--- config.mk ---
export PLATFORM = sky130hd
export DESIGN_NAME = rst_seq_ctrl
export DESIGN_NICKNAME = d
export VERILOG_FILES = /design/src/rtl/rsm_pkg.sv /design/src/rtl/rsm_release_sync.sv /design/src/rtl/rsm_active_timer.sv /design/src/rtl/rsm_delay_timer.sv /design/src/rtl/rst_seq_ctrl.sv
export SDC_FILE = /design/constraint.sdc
export NUM_CORES = 1
export LEC_CHECK = 0
export ABC_AREA = 1
export BUFFER_PORTS_ARGS = -buffer_cell sky130_fd_sc_hd__buf_2
export CAP_MARGIN = 0
export CORE_MARGIN = 2
export CORE_UTILIZATION = 46
export CTS_CLUSTER_SIZE = 8
export DETAILED_ROUTE_END_ITERATION = 10
export PLACE_DENSITY_LB_ADDON = 0.1
export SLEW_MARGIN = 10
export SYNTH_ARGS = -nofsm -noshare
export SYNTH_HDL_FRONTEND = slang
export SYNTH_SLANG_ARGS = --single-unit
--- constraint.sdc ---
create_clock -name clk -period 1.5 [get_ports clk]
set_input_delay 0.3 -clock clk [delete_from_list [all_inputs] [get_ports clk]]
set_output_delay 0.3 -clock clk [all_outputs]
set_load 0.1 [all_outputs]
--- src/rtl/rsm_pkg.sv ---
package rsm_pkg;

  typedef enum logic [1:0] {
    PH_ACTIVE = 2'd0,
    PH_DELAY  = 2'd1,
    PH_FETCH  = 2'd2,
    PH_RUN    = 2'd3
  } rsm_phase_e;

endpackage

--- src/rtl/rsm_release_sync.sv ---
// Release synchronizer: cleared at once by the asynchronous request,
// returns 1 after STAGES rising edges with no request.
module rsm_release_sync #(
  parameter int STAGES = 2
) (
  input  logic clk,
  input  logic arst,
  output logic released
);

  logic [STAGES-1:0] chain;

  always_ff @(posedge clk or posedge arst) begin
    if (arst) chain <= '0;
    else      chain[0] <= 1'b1;
  end

  generate
    for (genvar i = 1; i < STAGES; i++) begin : g_stage
      always_ff @(posedge clk or posedge arst) begin
        if (arst) chain[i] <= 1'b0;
        else      chain[i] <= chain[i-1];
      end
    end
  endgenerate

  assign released = chain[STAGES-1];

endmodule

--- src/rtl/rsm_active_timer.sv ---
// Counts edges spent in the active phase. Only the power-on request clears
// it asynchronously, so an external pulse is measured while it is held.
module rsm_active_timer #(
  parameter int MIN_W = 16
) (
  input  logic clk,
  input  logic por,
  input  logic in_active,
  input  logic clr,
  output logic done
);

  localparam int AW = (MIN_W > 2) ? $clog2(MIN_W) : 1;
  localparam logic [AW-1:0] LAST = AW'(MIN_W - 1);

  logic [AW-1:0] cnt;

  always_ff @(posedge clk or posedge por) begin
    if (por)                        cnt <= '0;
    else if (clr || !in_active)     cnt <= '0;
    else if (cnt != LAST)           cnt <= cnt + 1'b1;
  end

  assign done = (cnt == LAST);

endmodule

--- src/rtl/rsm_delay_timer.sv ---
// Delay phase counter; the mode picks the length and whether PLL lock gates it.
module rsm_delay_timer #(
  parameter int SA_DELAY  = 512,
  parameter int USB_DELAY = 256
) (
  input  logic clk,
  input  logic arst,
  input  logic in_delay,
  input  logic usb_mode,
  input  logic pll_lock,
  output logic expire
);

  localparam int MAXD = (SA_DELAY > USB_DELAY) ? SA_DELAY : USB_DELAY;
  localparam int DW   = (MAXD > 2) ? $clog2(MAXD) : 1;

  logic [DW-1:0] cnt;
  logic [DW-1:0] last;
  logic          run_en;

  assign last   = usb_mode ? DW'(USB_DELAY - 1) : DW'(SA_DELAY - 1);
  assign run_en = in_delay && (!usb_mode || pll_lock);

  always_ff @(posedge clk or posedge arst) begin
    if (arst)         cnt <= '0;
    else if (!run_en) cnt <= '0;
    else              cnt <= cnt + 1'b1;
  end

  assign expire = run_en && (cnt == last);

endmodule

--- src/rtl/rst_seq_ctrl.sv ---
module rst_seq_ctrl
  import rsm_pkg::*;
#(
  parameter int                MIN_W       = 16,
  parameter int                SA_DELAY    = 512,
  parameter int                USB_DELAY   = 256,
  parameter int                SYNC_STAGES = 2,
  parameter int                FETCH_LEN   = 2,
  parameter int                ADDR_W      = 16,
  parameter logic [ADDR_W-1:0] VEC_BASE    = 16'hFFFE
) (
  input  logic              clk,
  input  logic              ext_rst_n,
  input  logic              lvd_req,
  input  logic              wdg_uflow,
  input  logic              usb_mode,
  input  logic              pll_lock,
  output logic              pin_pull_low,
  output logic              core_rst_n,
  output logic              vec_fetch,
  output logic [ADDR_W-1:0] vec_addr
);

  localparam int FW = (FETCH_LEN > 2) ? $clog2(FETCH_LEN) : 1;
  localparam logic [FW-1:0] FLAST = FW'(FETCH_LEN - 1);

  rsm_phase_e    phase;
  logic          arst;
  logic          released;
  logic          act_done;
  logic          leave_act;
  logic          dly_expire;
  logic [FW-1:0] fidx;

  assign arst = !ext_rst_n || lvd_req;

  rsm_release_sync #(.STAGES(SYNC_STAGES)) u_sync (
    .clk      (clk),
    .arst     (arst),
    .released (released)
  );

  assign leave_act = (phase == PH_ACTIVE) && released && act_done && !wdg_uflow;

  rsm_active_timer #(.MIN_W(MIN_W)) u_act (
    .clk       (clk),
    .por       (lvd_req),
    .in_active (phase == PH_ACTIVE),
    .clr       (wdg_uflow || leave_act),
    .done      (act_done)
  );

  rsm_delay_timer #(.SA_DELAY(SA_DELAY), .USB_DELAY(USB_DELAY)) u_dly (
    .clk      (clk),
    .arst     (arst),
    .in_delay (phase == PH_DELAY),
    .usb_mode (usb_mode),
    .pll_lock (pll_lock),
    .expire   (dly_expire)
  );

  always_ff @(posedge clk or posedge arst) begin
    if (arst) begin
      phase <= PH_ACTIVE;
      fidx  <= '0;
    end else if (wdg_uflow) begin
      phase <= PH_ACTIVE;
      fidx  <= '0;
    end else begin
      unique case (phase)
        PH_ACTIVE: if (leave_act) phase <= PH_DELAY;
        PH_DELAY: begin
          fidx <= '0;
          if (dly_expire) phase <= PH_FETCH;
        end
        PH_FETCH: begin
          fidx <= fidx + 1'b1;
          if (fidx == FLAST) phase <= PH_RUN;
        end
        default: phase <= PH_RUN;
      endcase
    end
  end

  assign pin_pull_low = (phase == PH_ACTIVE) || (phase == PH_DELAY);
  assign core_rst_n   = (phase == PH_RUN);
  assign vec_fetch    = (phase == PH_FETCH);
  assign vec_addr     = vec_fetch ? (VEC_BASE + {{(ADDR_W-FW){1'b0}}, fidx}) : '0;

endmodule

Yosys cells after proc, flatten, opt, wreduce, memory -nomap -nowiden
Cells that the tools add are included.
- input bits: 6
- output and inout port bits: 19
- flip-flop bits (word level): 18
- word-level logic and storage cells: 49
- mux-type cells: 12
- reduce and logical (&&, ||, !) cells: 18
- equal/unequal tests: 9
- $add $sub $neg: 4
- operators by type and width (cell ; number):
    two-way mux 9 bit ; 2
    two-way mux 16 bit ; 1
    adder 9 x 1 -> 9 bit (second input constant) ; 1
    equality test 9 bit ; 1
    two-way mux 2 bit ; 4
    two-way mux 4 bit ; 2
    inequality test 3 bit (second input constant) ; 2
    case mux 2 bit (3 select lines) ; 1
    logical AND 1 bit ; 5
    logical OR 1 bit ; 5
    adder 4 x 1 -> 4 bit (second input constant) ; 1
    equality test 2 bit (second input constant) ; 2
    equality test 4 bit (second input constant) ; 1
    zero test 1 bit ; 4
    inequality test 4 bit (second input constant) ; 1
    adder 2 x 2 -> 3 bit (first input constant) ; 1
    inequality test 3 x 2 -> 1 bit (second input constant) ; 1
    AND reduction 3 bit ; 1
    nonzero test 3 bit ; 1
    equality test 2 x 1 -> 1 bit (second input constant) ; 1
    zero test 2 bit ; 1
    case mux 1 bit (2 select lines) ; 1
    nonzero test 2 bit ; 1
    adder 1 bit (second input constant) ; 1
    two-way mux 1 bit ; 1

Depth between registers and ports, before layout
- word-level depth: 7
- depth in mapped cells: 8
- depth with buffers taken out: 8

Cells and area by module
From an unflattened synthesis, not the netlist that was laid out.
- cells, all modules: 141
- area, all modules: 1088.5 um2
- modules (own cells, without submodules) (module ; area each (um2) ; sequential area each (um2) ; cells each ; instances):
    rsm_delay_timer ; 490.5 ; 225.2 ; 60 ; 1
    rst_seq_ctrl ; 312.8 ; 75.1 ; 46 ; 1
    rsm_active_timer ; 227.7 ; 100.1 ; 31 ; 1
    rsm_release_sync ; 57.6 ; 50.0 ; 4 ; 1

Worst setup path before layout
OpenSTA, ideal clock, no wires.
- kind: register -> output
- start point: register phase[1]
- end point: output vec_addr[10]
- cell stages (with the launch flop): 4
- buffers on the path: 1
- slack: -2.094 ns
- data required time: 1.200 ns
- arrival: 3.294 ns
- path through: dfrtp_1 -> inv_1 -> nor2_1 -> buf_4
- longest elaborated chain between the ends: 2
- RTL lines (element ; RTL line ; RTL):
    from (decl) ; rst_seq_ctrl.sv:27 ; rsm_phase_e phase;
    from (signal assigned) ; rst_seq_ctrl.sv:64 ; phase <= PH_ACTIVE;
    from (signal assigned) ; rst_seq_ctrl.sv:67 ; phase <= PH_ACTIVE;
    from (signal assigned) ; rst_seq_ctrl.sv:71 ; PH_ACTIVE: if (leave_act) phase <= PH_DELAY;
    equality test 2 bit ; rst_seq_ctrl.sv:87 ; assign vec_fetch = (phase == PH_FETCH);
    net vec_fetch ; rst_seq_ctrl.sv:20 ; output logic vec_fetch,
    two-way mux 16 bit ; rst_seq_ctrl.sv:88 ; assign vec_addr = vec_fetch ? (VEC_BASE + {{(ADDR_W-FW){1'b0}}, fidx}) : '0;
    to (decl) ; rst_seq_ctrl.sv:21 ; output logic [ADDR_W-1:0] vec_addr
The timed path passes the listed nets, and every way through them passes these cells.

Final worst setup path
- start point: register phase[0]
- end point: output vec_addr[2]
- longest elaborated chain between the ends: 2
- RTL lines (element ; RTL line):
    equality test 2 bit ; rst_seq_ctrl.sv:87
    two-way mux 16 bit ; rst_seq_ctrl.sv:88
Every way passes these cells.

==> flow_summary.yaml <==
placement:
  dp_cells: 158
  dp_hpwl_um: 1462
  preCtsSetupSlack_ps: 171.7
  portBuffers: 24
  gp_congestion: 0.7167
  placed_cell_area_mm2: 0.001390
synthesis:
  synth-edff-count: 0
  ys_ff_latch: 18
  syn_area_per_cell_um2: 8.395
  synthArstFlopShare_pct: 100.0
  synth_flop_cell: "dfrtp_1"
  synth-seq-area-share_pct: 45.86
  synth_area_um2: 982.2
  synth-warning-count: 0
  syn-num-nets: 125
  netlist_instances: 117
  ys_types: 20
floorplanning:
  rows: 16
  io_pins: 25
  die_area_mm2: 0.002521
  core_area_mm2: 0.001982
  die_h_um: 50.21
  die-width_um: 50.21
  start_util_pct: 49.56
layout:
  multi_input_area_um2: 374.1
  nNetsFinal: 147
  fin_cells: 165
  seq_area_um2: 451.7
  fill_cells: 140
  area_delta_synth_final_pct: 48.66
  final_area_mm2: 0.001460
  final_util_pct: 73.67
  antenna_cells: 0
  layout-drive-gt1-share_pct: 33.33
run_status:
  violations: "setup timing"
  status: "finished, violations left"
clocking:
  clkSlewWorstSetupHoldPaths_ps: 100
  cts_tree: "done"
  cts.sinks: 18
  cts_max_level: 1
  cts-root-buf: "clkbuf_4"
  insertion_delay_ps: 300
  cts_max_path_buffers: 2
  numCtsBuffers: 3
sta:
  maxSlewViolCount: 0
  period_share_pct: 104.9
  tns_ps: -1070
  setup-violations-final: 17
  max_freq_mhz: 635.8
  fin_crit_ps: 1573
  setup_slack_ps: -72.90
  hold_violations: 0
  clock_skew_ps: 11.05
  rsz0062_at_grt: "yes"
  holdWs_ps: 32.88
setup_path:
  r2r_start: "u_dly.cnt[0]"
  setup.worst_path.start_class: "flip-flop"
  crit_path_end_kind: "output pin"
  crit_fanout: 9
  critPathKind: "reg2out"
  cp.arrival_ps: 1270
  cp_data_required_time_ps: 1200
  cp-startpoint: "phase[0]"
detailed_routing:
  drc: 0
  post_drt_wl_per_cell_um: 11.07
  drtPass1Iterations: 4
  post_drt_via_cell_ratio: 4.570
  drtIter0Drc: 13
  ant_nets: 0
  routed_wl_um: 1826
  vias: 754
global_route:
  grt_max_degree: 15
  grt_pass1_vias: 733
  antenna_found_initial: 0
  grt_pass1_wl_um: 3118
  grt-ovfl-total: 0
  track_usage_pct: 16.65
power_and_ir_drop:
  total_leakage_power_nw: 0.7016
  ir_worst_vdd_v: 0.001303
  power_mw: 2.230
  power_density_mw_per_mm2: 1527
worst_hold_path:
  hold_path_class: "in2async"
job:
  maxCapViolCount: 0
## final timing paths
kind	to	slack, ps	depth (start not counted)
worst max register to register	phase[0]	170	6
min in group clk	phase[1]	330	4
worst max-delay path	vec_addr[2]	-70	3
max in group asynchronous	phase[0]	690	4
worst min register to register	u_sync.released	360	0
worst min-delay path	phase[1]	30	4
## report_power, final
part,internal [mW],switching (mW)
logic,0.474,0.914
clock network,0.148,0.145
registers,0.518,0.0320
total,1.14,1.09
## logic make-up after synthesis
| logic type | after synthesis | synth area share [%] |
|---|---|---|
| simple gates | 46 | 21.02 |
| fa+ha+maj | 2 | 2.547 |
| other cells | 1 | 0.3818 |
| compound gates | 11 | 5.988 |
| xor+xnor | 7 | 6.242 |
| flops | 18 | 45.86 |
| buf+inv | 32 | 17.96 |
## Yosys cell counts, types with 2 or more instances
cell      n  area, um^2
dfrtp_1  18       450.4
nand2_1  17       63.81
nor2_1   16       60.06
buf_4    15       112.6
inv_1    15       56.30
nand3_1   6       30.03
a21oi_1   5       25.02
o21ai_0   4       20.02
xor2_1    4       35.03
xnor2_1   3       26.28
ha_1      2       25.02
inv_2     2       7.510
nand4_1   2       12.51
nor2_2    2       12.51
## per-layer routing
layer	GRT usage (%)	share of wire, %	vias to the layer above
met2	31.14	53	18
met3	5.060	5.7	5
li1	-	-	389
met1	16.80	40	342
met4	6.944	1.7	0
met5	0	0	-
## layout by cell type, fill, tap and decap left out, drive strengths merged
cell type	Yosys	layout
xor2	4	4
clkbuf	0	4
ha	2	2
dlygate4sd3	0	1
nor2	19	19
o31ai	1	1
xnor2	3	3
a21oi	5	5
a31oi	1	1
buf	15	31
nand2	18	18
nand3	6	6
nand4	2	2
dfrtp	18	18
inv	17	17
nor3	1	1
o21ai	4	4
conb	1	1
## registers in the layout, summed over array words and instances (netlist names)
| signal | cells |
|---|---|
| u_dly.cnt | 9 |
| u_act.cnt | 4 |
| phase | 2 |
| fidx | 1 |
| u_sync.chain | 1 |
| u_sync.released | 1 |
## worst max-delay path, stage by stage, from the launching register on
cell and delay, ps:
dfrtp_2 460, nor2_4 150, buf_12 180, buf_12 180
## repair_timing
action | CTS | global route
pin swaps | 1 | 0
hold buffers | 1 | 0
setup endpoints to repair | 17 | 18
hold endpoints to repair | 4 | 0
gates resized for setup | 3 | 1
setup buffers | 2 | 0
## area by class of cell
type | count | area share, %
inverters | 17 | 4.370
repair buffers | 32 | 34.28
flip-flops and latches | 18 | 30.93
multi-input cells | 67 | 25.62
well taps | 27 | 2.314
clock buffers | 4 | 2.485
No activity file was read; power rests on OpenSTA's default activity.
